File: src/rtl/pf_regs_pkg.sv
package pf_regs_pkg;
  localparam int DATA_W = 32;
  localparam int THR_W  = 7;
  localparam int CS_W   = 3;
  localparam int IRQ_N  = 2;

  localparam int OFF_CFG    = 'h00;
  localparam int OFF_XFER   = 'h04;
  localparam int OFF_CTRL   = 'h08;
  localparam int OFF_STATUS = 'h0C;
  localparam int OFF_IRQST  = 'h10;
  localparam int OFF_IRQEN  = 'h14;

  localparam logic [DATA_W-1:0] CFG_MASK  = 32'h7F8F_7FBF;
  localparam logic [DATA_W-1:0] CFG_RESET = 32'h0000_4000;

  // Setup field positions (decoded by the engine)
  localparam int CFG_WMODE_BIT = 0;
  localparam int CFG_DMA_BIT   = 2;
  localparam int CFG_EN_BIT    = 7;
  localparam int CFG_THR_LSB   = 8;
  localparam int CFG_CS_LSB    = 24;

  // Status word packing
  localparam int ST_PTR_LSB  = 24;
  localparam int ST_FLAG_BIT = 16;

  typedef struct packed {
    logic              cfgWr;
    logic              xferWr;
    logic              irqClr;
    logic              irqEnWr;
    logic [DATA_W-1:0] data;
  } pfStrobes_t;
endpackage

File: src/rtl/pf_ctrl.sv
module pf_ctrl
  import pf_regs_pkg::*;
#(
  parameter int ADDR_W = 8
) (
  input  logic              clk,
  input  logic              rstN,
  input  logic              regWrEn,
  input  logic [ADDR_W-1:0] regAddr,
  input  logic [DATA_W-1:0] regWrData,
  input  logic              termPulse,
  output pfStrobes_t        strb,
  output logic              started
);
  logic ctrlHit;
  logic ctrlToggle;

  assign ctrlHit    = regWrEn && (int'(regAddr) == OFF_CTRL);
  assign ctrlToggle = ctrlHit && (regWrData[0] != started);

  always_comb begin
    strb.cfgWr   = regWrEn && (int'(regAddr) == OFF_CFG)  && !started;
    strb.xferWr  = regWrEn && (int'(regAddr) == OFF_XFER) && !started;
    strb.irqClr  = regWrEn && (int'(regAddr) == OFF_IRQST);
    strb.irqEnWr = regWrEn && (int'(regAddr) == OFF_IRQEN);
    strb.data    = regWrData;
  end

  always_ff @(posedge clk) begin
    if (!rstN)           started <= 1'b0;
    else if (ctrlToggle) started <= regWrData[0];
    else if (termPulse)  started <= 1'b0;
  end
endmodule

File: src/rtl/pf_regs.sv
module pf_regs
  import pf_regs_pkg::*;
#(
  parameter int ADDR_W = 8,
  parameter int PTR_W  = 7,
  parameter int CNT_W  = 14
) (
  input  logic              clk,
  input  logic              rstN,
  input  pfStrobes_t        strb,
  input  logic              started,
  input  logic [ADDR_W-1:0] regAddr,
  input  logic [PTR_W-1:0]  engPtr,
  input  logic [CNT_W-1:0]  engCount,
  input  logic              termPulse,
  output logic              cfgWriteMode,
  output logic              cfgDmaEn,
  output logic              cfgEngineEn,
  output logic [THR_W-1:0]  cfgThreshold,
  output logic [CS_W-1:0]   cfgChipSel,
  output logic [CNT_W-1:0]  xferCount,
  output logic [DATA_W-1:0] regRdData,
  output logic              irqOut
);
  logic [DATA_W-1:0] cfgReg;
  logic [CNT_W-1:0]  xferReg;
  logic [IRQ_N-1:0]  irqSt, irqEn, lastIrq, irqSet, irqMasked;
  logic              thrHit;
  logic [DATA_W-1:0] statusWord;

  always_ff @(posedge clk) begin
    if (!rstN)           cfgReg <= CFG_RESET;
    else if (strb.cfgWr) cfgReg <= strb.data & CFG_MASK;
  end

  always_ff @(posedge clk) begin
    if (!rstN)            xferReg <= '0;
    else if (strb.xferWr) xferReg <= strb.data[CNT_W-1:0];
  end

  assign cfgWriteMode = cfgReg[CFG_WMODE_BIT];
  assign cfgDmaEn     = cfgReg[CFG_DMA_BIT];
  assign cfgEngineEn  = cfgReg[CFG_EN_BIT];
  assign cfgThreshold = cfgReg[CFG_THR_LSB +: THR_W];
  assign cfgChipSel   = cfgReg[CFG_CS_LSB +: CS_W];
  assign xferCount    = xferReg;

  assign thrHit = ({1'b0, engPtr} >= (PTR_W+1)'(cfgThreshold));
  assign irqSet = {termPulse, thrHit};

  // One status bit per interrupt source: set beats clear
  for (genvar i = 0; i < IRQ_N; i++) begin : g_irqBit
    always_ff @(posedge clk) begin
      if (!rstN)                            irqSt[i] <= 1'b0;
      else if (irqSet[i])                   irqSt[i] <= 1'b1;
      else if (strb.irqClr && strb.data[i]) irqSt[i] <= 1'b0;
    end
  end

  always_ff @(posedge clk) begin
    if (!rstN)             irqEn <= '0;
    else if (strb.irqEnWr) irqEn <= strb.data[IRQ_N-1:0];
  end

  assign irqMasked = irqEn & irqSt;

  // The line follows the masked vector and moves only when that vector differs
  always_ff @(posedge clk) begin
    if (!rstN)                       lastIrq <= '0;
    else if (irqMasked != lastIrq)   lastIrq <= irqMasked;
  end
  assign irqOut = |lastIrq;

  always_comb begin
    statusWord = '0;
    statusWord[ST_PTR_LSB +: PTR_W] = engPtr;
    statusWord[ST_FLAG_BIT]         = thrHit;
    statusWord[CNT_W-1:0]           = engCount;
  end

  always_comb begin
    regRdData = '0;
    case (int'(regAddr))
      OFF_CFG:    regRdData = cfgReg;
      OFF_XFER:   regRdData[CNT_W-1:0] = xferReg;
      OFF_CTRL:   regRdData[0] = started;
      OFF_STATUS: regRdData = statusWord;
      OFF_IRQST:  regRdData[IRQ_N-1:0] = irqSt;
      OFF_IRQEN:  regRdData[IRQ_N-1:0] = irqEn;
      default:    regRdData = '0;
    endcase
  end
endmodule

File: src/rtl/prefetch_regfile.sv
module prefetch_regfile
  import pf_regs_pkg::*;
#(
  parameter int ADDR_W = 8,
  parameter int PTR_W  = 7,
  parameter int CNT_W  = 14
) (
  input  logic              clk,
  input  logic              rstN,
  input  logic              regWrEn,
  input  logic [ADDR_W-1:0] regAddr,
  input  logic [31:0]       regWrData,
  output logic [31:0]       regRdData,
  input  logic [PTR_W-1:0]  engPtr,
  input  logic [CNT_W-1:0]  engCount,
  input  logic              engTermPulse,
  output logic              engStart,
  output logic              cfgWriteMode,
  output logic              cfgDmaEn,
  output logic              cfgEngineEn,
  output logic [6:0]        cfgThreshold,
  output logic [2:0]        cfgChipSel,
  output logic [CNT_W-1:0]  xferCount,
  output logic              irqOut
);
  pfStrobes_t strb;
  logic       started;

  pf_ctrl #(.ADDR_W(ADDR_W)) u_ctrl (
    .clk(clk), .rstN(rstN), .regWrEn(regWrEn), .regAddr(regAddr),
    .regWrData(regWrData), .termPulse(engTermPulse),
    .strb(strb), .started(started)
  );

  pf_regs #(.ADDR_W(ADDR_W), .PTR_W(PTR_W), .CNT_W(CNT_W)) u_regs (
    .clk(clk), .rstN(rstN), .strb(strb), .started(started),
    .regAddr(regAddr), .engPtr(engPtr), .engCount(engCount),
    .termPulse(engTermPulse),
    .cfgWriteMode(cfgWriteMode), .cfgDmaEn(cfgDmaEn),
    .cfgEngineEn(cfgEngineEn), .cfgThreshold(cfgThreshold),
    .cfgChipSel(cfgChipSel), .xferCount(xferCount),
    .regRdData(regRdData), .irqOut(irqOut)
  );

  assign engStart = started;
endmodule

File: config.mk
export PLATFORM = sky130hd
export DESIGN_NAME = prefetch_regfile
export DESIGN_NICKNAME = d
export VERILOG_FILES = /design/src/rtl/pf_regs_pkg.sv /design/src/rtl/pf_ctrl.sv /design/src/rtl/pf_regs.sv /design/src/rtl/prefetch_regfile.sv
export SDC_FILE = /design/constraint.sdc
export NUM_CORES = 1
export LEC_CHECK = 0
export BUFFER_PORTS_ARGS = -buffer_cell sky130_fd_sc_hd__buf_2
export CORE_AREA = 4 4 100 64
export CTS_BUF_LIST = sky130_fd_sc_hd__clkbuf_8
export CTS_CLUSTER_SIZE = 14
export DETAILED_ROUTE_END_ITERATION = 6
export DIE_AREA = 0 0 104 68
export PLACE_DENSITY = 0.89
export SLEW_MARGIN = 20
export SYNTH_ARGS = -nofsm -noshare
export SYNTH_HDL_FRONTEND = slang
export SYNTH_SLANG_ARGS = --single-unit
File: constraint.sdc
create_clock -name clk -period 2.2 [get_ports clk]
set_input_delay 0.11 -clock clk [delete_from_list [all_inputs] [get_ports clk]]
set_output_delay 0.11 -clock clk [all_outputs]
set_load 0.01 [all_outputs]
* After elaboration in Yosys (flattened, before gate mapping) *
Cells that the tools add are included.
W data, S select, Z words.

operators by class
  reductions and logical operators = 17
  $add $sub $neg = 0
  shift-type cells = 0
  equality and inequality tests = 11
  multiplexer cells = 10
  multiply operators = 0
  order comparisons = 1
  bitwise logic cells = 1
  divide/modulo/power cells = 0

operators with widths
  operator              number
  $pmux W12 S3          1
  $pmux W17 S2          1
  $eq A8 B4 Y1 const B  3
  $eq A8 B5 Y1 const B  3
  $eq A8 B6 Y1 const B  2
  $logic_not A8 Y1      2
  $logic_and A1 B1 Y1   10
  $eq A8 B3 Y1 const B  1
  $ge A7 B7 Y1          1
  $mux W1               6
  $pmux W1 S6           1
  $reduce_bool A2 Y1    3
  $pmux W1 S5           1
  $and A2 B2 Y2         1
  $ne A2 B2 Y1          1
  $reduce_or A2 Y1      1
  $logic_not A1 Y1      1
  $ne A1 B1 Y1          1

storage, ports and cells
  output and inout port bits = 61
  input bits = 65
  bits in latches = 0
  logic and storage cells = 47
  bits in read-only memories = 0
  memories kept = 0
  flip-flop bits (word level) = 47
  RAM bits = 0

* Depth between registers and ports, before layout *
  depth in word-level cells = 5
  gate-level depth with buffers = 6
  gate-level depth less buffers = 6

* Cells and area by module *
A second synthesis with hierarchy kept.

unflattened totals
  cell total of the unflattened synthesis = 329
  area total of the unflattened synthesis = 2916.5 um^2

modules (own cells, without submodules)
  module   instances  area an instance (um^2)  seq. area each (um^2)  cells an instance
  pf_regs  1          2543.7                   920.9                  279
  pf_ctrl  1          372.9                    20.0                   50

* Worst setup path before layout *
OpenSTA, ideal clock, no wires.

  kind = input -> register
  start = in regAddr[4]
  end = reg u_regs.cfgReg[18]
  path buffers = 2
  arrival time = 1564 ps
  library setup time = 116 ps
  setup slack = 520 ps
  stages on the path = 6
  required time = 2084 ps
  path through = or4_1 buf_6 or4_4 buf_6 nand2_1 a21boi_1

on the way
  cells in the longest elaborated chain, start to end = 3

RTL lines
  item                               RTL line                RTL
  start: declaration                 prefetch_regfile.sv:11  input logic [ADDR_W-1:0] regAddr,
  $logic_not A8 Y1                   pf_ctrl.sv:22           strb.cfgWr = regWrEn && (int'(regAddr) == OFF_CFG) && !started;
  $logic_and A1 B1 Y1 (2 in series)  pf_ctrl.sv:22
  end signal: assignment             pf_regs.sv:33           else if (strb.cfgWr) cfgReg <= strb.data & CFG_MASK;
  end: declaration                   pf_regs.sv:25           logic [DATA_W-1:0] cfgReg;

No other way between the ends.
A chain may end at the register's enable or synchronous reset.

* Worst setup path in the final report *
  start = reg u_regs.cfgReg[10]
  end = out regRdData[16]

on the way
  cells in the longest elaborated chain, start to end = 2

RTL lines
  item              RTL line                RTL
  $ge A7 B7 Y1      pf_regs.sv:48           assign thrHit = ({1'b0, engPtr} >= (PTR_W+1)'(cfgThreshold));
  $pmux W17 S2      pf_regs.sv:83           case (int'(regAddr))
  end: declaration  prefetch_regfile.sv:13  output logic [31:0] regRdData,

No other way between the ends.

==> impl_metrics.toml <==
[cts]
tritoncts_num_sinks = 47
tritoncts = "done"
clk_pin_slew_worst_paths_ns = 0.09
h-tree-depth = 2
clock_latency_ns = 0.30
cts.root.buffer_cell = "sky130_fd_sc_hd__clkbuf_8"
cts.path.max_buffers = 2
post-cts-setup-buffers = 0
cts_made_buffers = 5

[finish]
layout.cells.most_common = "sky130_fd_sc_hd__buf_2"
post_route_cells_drive_above_1_share = 0.3507
final_cell_mix = "115 x sky130_fd_sc_hd__buf_2, 72 x sky130_fd_sc_hd__nand2_1, 47 x sky130_fd_sc_hd__dfxtp_1"
antenna-diode-count = 0
seqCellArea_um2 = 940.9
area_of_combinational_cells_with_multiple_inputs_um2 = 1415
fillers = 507
design.final.nets = 473
area_growth_pct = 26.53

[sta]
finalCritPeriodShare = 0.9295
layout_min_cycle_time_ns = 2.045
grt_setup_unrepaired = "no"
fin_tns_setup_ns = 0
fin_worst_skew_ns = 0.005254
finalSetupViolations = 0
slew_violations = 0
hold_viol = 0
maxClockFrequency_mhz = 489.0
remaining_max_slew_budget_at_the_tightest_pin = 0.3371
tightest_slew_ns = 0.9944

[floorplanning]
initial_utilization = 0.4721
floorplan.die.width_um = 104
floorplan.die.height_um = 68
core_area_um2 = 5465
boundaryPins = 126
floorplan.die_area_um2 = 7072
placement_rows = 21

[place]
dpl_hpwl_mm = 5.524
io_buffer_count = 115
gp_congestion = 0.8100

[drt]
vias = 2454
routed_wire_length_per_instance_um = 15.12
ant_nets = 0
drt_drc_violations_left = 0
drt_first_iter_violations = 149
drt-total-wl_mm = 7.123
first_pass_iters = 4
drt-vias-per-instance = 5.210

[run]
cap_viol_max_count = 0

[logic_synthesis]
syn_inst = 299
ys_seq_area_frac = 0.3647
synthDistinctLibCells = 39
syn-cell-area_um2 = 2580
edff_count_synth = 0
async_reset_ff_frac = 0
yosys_warnings = 0
post_synthesis_area_per_instance_um2 = 8.629
synth.ff_latch_count = 47
ys.flop_type = "sky130_fd_sc_hd__dfxtp_1"

[critical_path]
worstSetupStartpointType = "flip-flop"
critical_path_class = "reg2out"
worstPathArrival_ns = 1.93
end_kind = "output port"
critical_path.max_fanout = 3
critPathRequiredTime_ns = 2.09

[hold_path]
timing.hold.worst.class = "in2reg"

[global_route]
number_of_antenna_violations_at_the_first_check_in_global_routing = 0
grt_use_total = 0.2018
grt_pass1_vias = 2444
grt_start_max_net_pins = 62
grt_pass1_wl_mm = 11.41
gr-total-overflow = 0

[power_and_ir_drop]
vdd_drop_max_uv = 294.6
p_per_area_nw_per_um2 = 502.9
fin_total_pwr_mw = 1.642
p_leak_nw = 1.636

[run_status]
run_status = "finished clean"
## per-stage QoR
stage	setup slack [ns]	utilization	std cells	cell area, µm²	hold slack [ns]
floorplan	0.5200	-	303	2595	0.2338
global placement	0.2689	0.5767	463	3152	0.3398
detailed placement	0.2204	0.5767	463	3152	0.3440
CTS	0.06402	0.5973	471	3264	0.02855
global route	0.06023	0.5973	471	3264	0.04085
finish	0.1550	0.5973	471	3264	0.03116
## layout make-up
type | instances | area share
clock buffer | 5 | 0.02108
clock inverter | 3 | 0.01342
sequential | 47 | 0.2882
tap | 69 | 0.02645
timing repair buffer | 125 | 0.2070
multi-input combinational | 213 | 0.4335
inverter | 9 | 0.01035
## cells by family after synthesis
family / Yosys count / synth area share
AND/OR/NAND/NOR: 116 / 0.2163
AO/OA/AOI/OAI: 51 / 0.1557
flip-flops: 47 / 0.3647
buffers and inverters: 43 / 0.09505
multiplexers: 34 / 0.1329
adder cells (fa/ha/maj): 7 / 0.03395
other: 1 / 0.001454
## layer usage
metal,global-route usage,share of wire
met5,0,0
met2,0.3560,0.45
met3,0.06692,0.092
met1,0.2467,0.45
met4,0.03980,0.0063
## worst max-delay path: stages (launching register included)
cell and delay (ns):
sky130_fd_sc_hd__dfxtp_1 0.38, sky130_fd_sc_hd__inv_1 0.07, sky130_fd_sc_hd__ha_1 0.29, sky130_fd_sc_hd__a21o_1 0.16, sky130_fd_sc_hd__a31oi_1 0.20, sky130_fd_sc_hd__o21ai_1 0.17, sky130_fd_sc_hd__a22o_1 0.23, sky130_fd_sc_hd__buf_2 0.14
## flip-flops by register name, indices dropped and copies added (netlist names)
| signal | count |
|---|---|
| u_regs.xferCount | 14 |
| u_ctrl.started | 1 |
| u_regs.irqEn | 2 |
| u_regs.lastIrq | 2 |
| u_regs.cfgReg | 26 |
| u_regs.irqSt | 2 |
## timing repair
item	in CTS	in global routing
gates resized for setup	0	1
endpoints found under the setup margin	0	1
hold buffers	0	0
## cell usage after synthesis (all sizes together) (6+ instances only)
library cell | number | area [µm²]
a22o | 15 | 131.4
inv | 9 | 33.78
and3 | 6 | 37.54
mux2i | 32 | 320.3
clkbuf | 11 | 41.29
nand2 | 72 | 270.3
a221o | 6 | 60.06
dfxtp | 47 | 940.9
buf | 23 | 170.2
ha | 7 | 87.58
nor3 | 10 | 55.05
a21o | 7 | 52.55
a21boi | 12 | 90.08
## where the power goes
group          leakage, nW  switching [mW]  internal, mW  total [mW]
logic                 1.20          0.0797        0.0676       0.147
clock network       0.0581           0.299         0.339       0.638
registers            0.379         0.00275         0.854       0.857
total                 1.64           0.382          1.26        1.64
## worst paths after layout
path / slack, ns / to / cells past startpoint / startpoint
max: 0.16 / regRdData[16] / 7 / u_regs.cfgReg[10]$_SDFFE_PN0P_
min: 0.03 / u_regs.cfgReg[14]$_SDFFE_PN1P_ / 3 / regWrData[14]
max reg2reg: 0.62 / u_regs.irqSt[0]$_SDFFE_PN0P_ / 6 / u_regs.cfgReg[10]$_SDFFE_PN0P_
min reg2reg: 0.46 / u_regs.cfgReg[19]$_SDFFE_PN0P_ / 2 / u_regs.cfgReg[19]$_SDFFE_PN0P_
(Power assumes the default switching activity.)
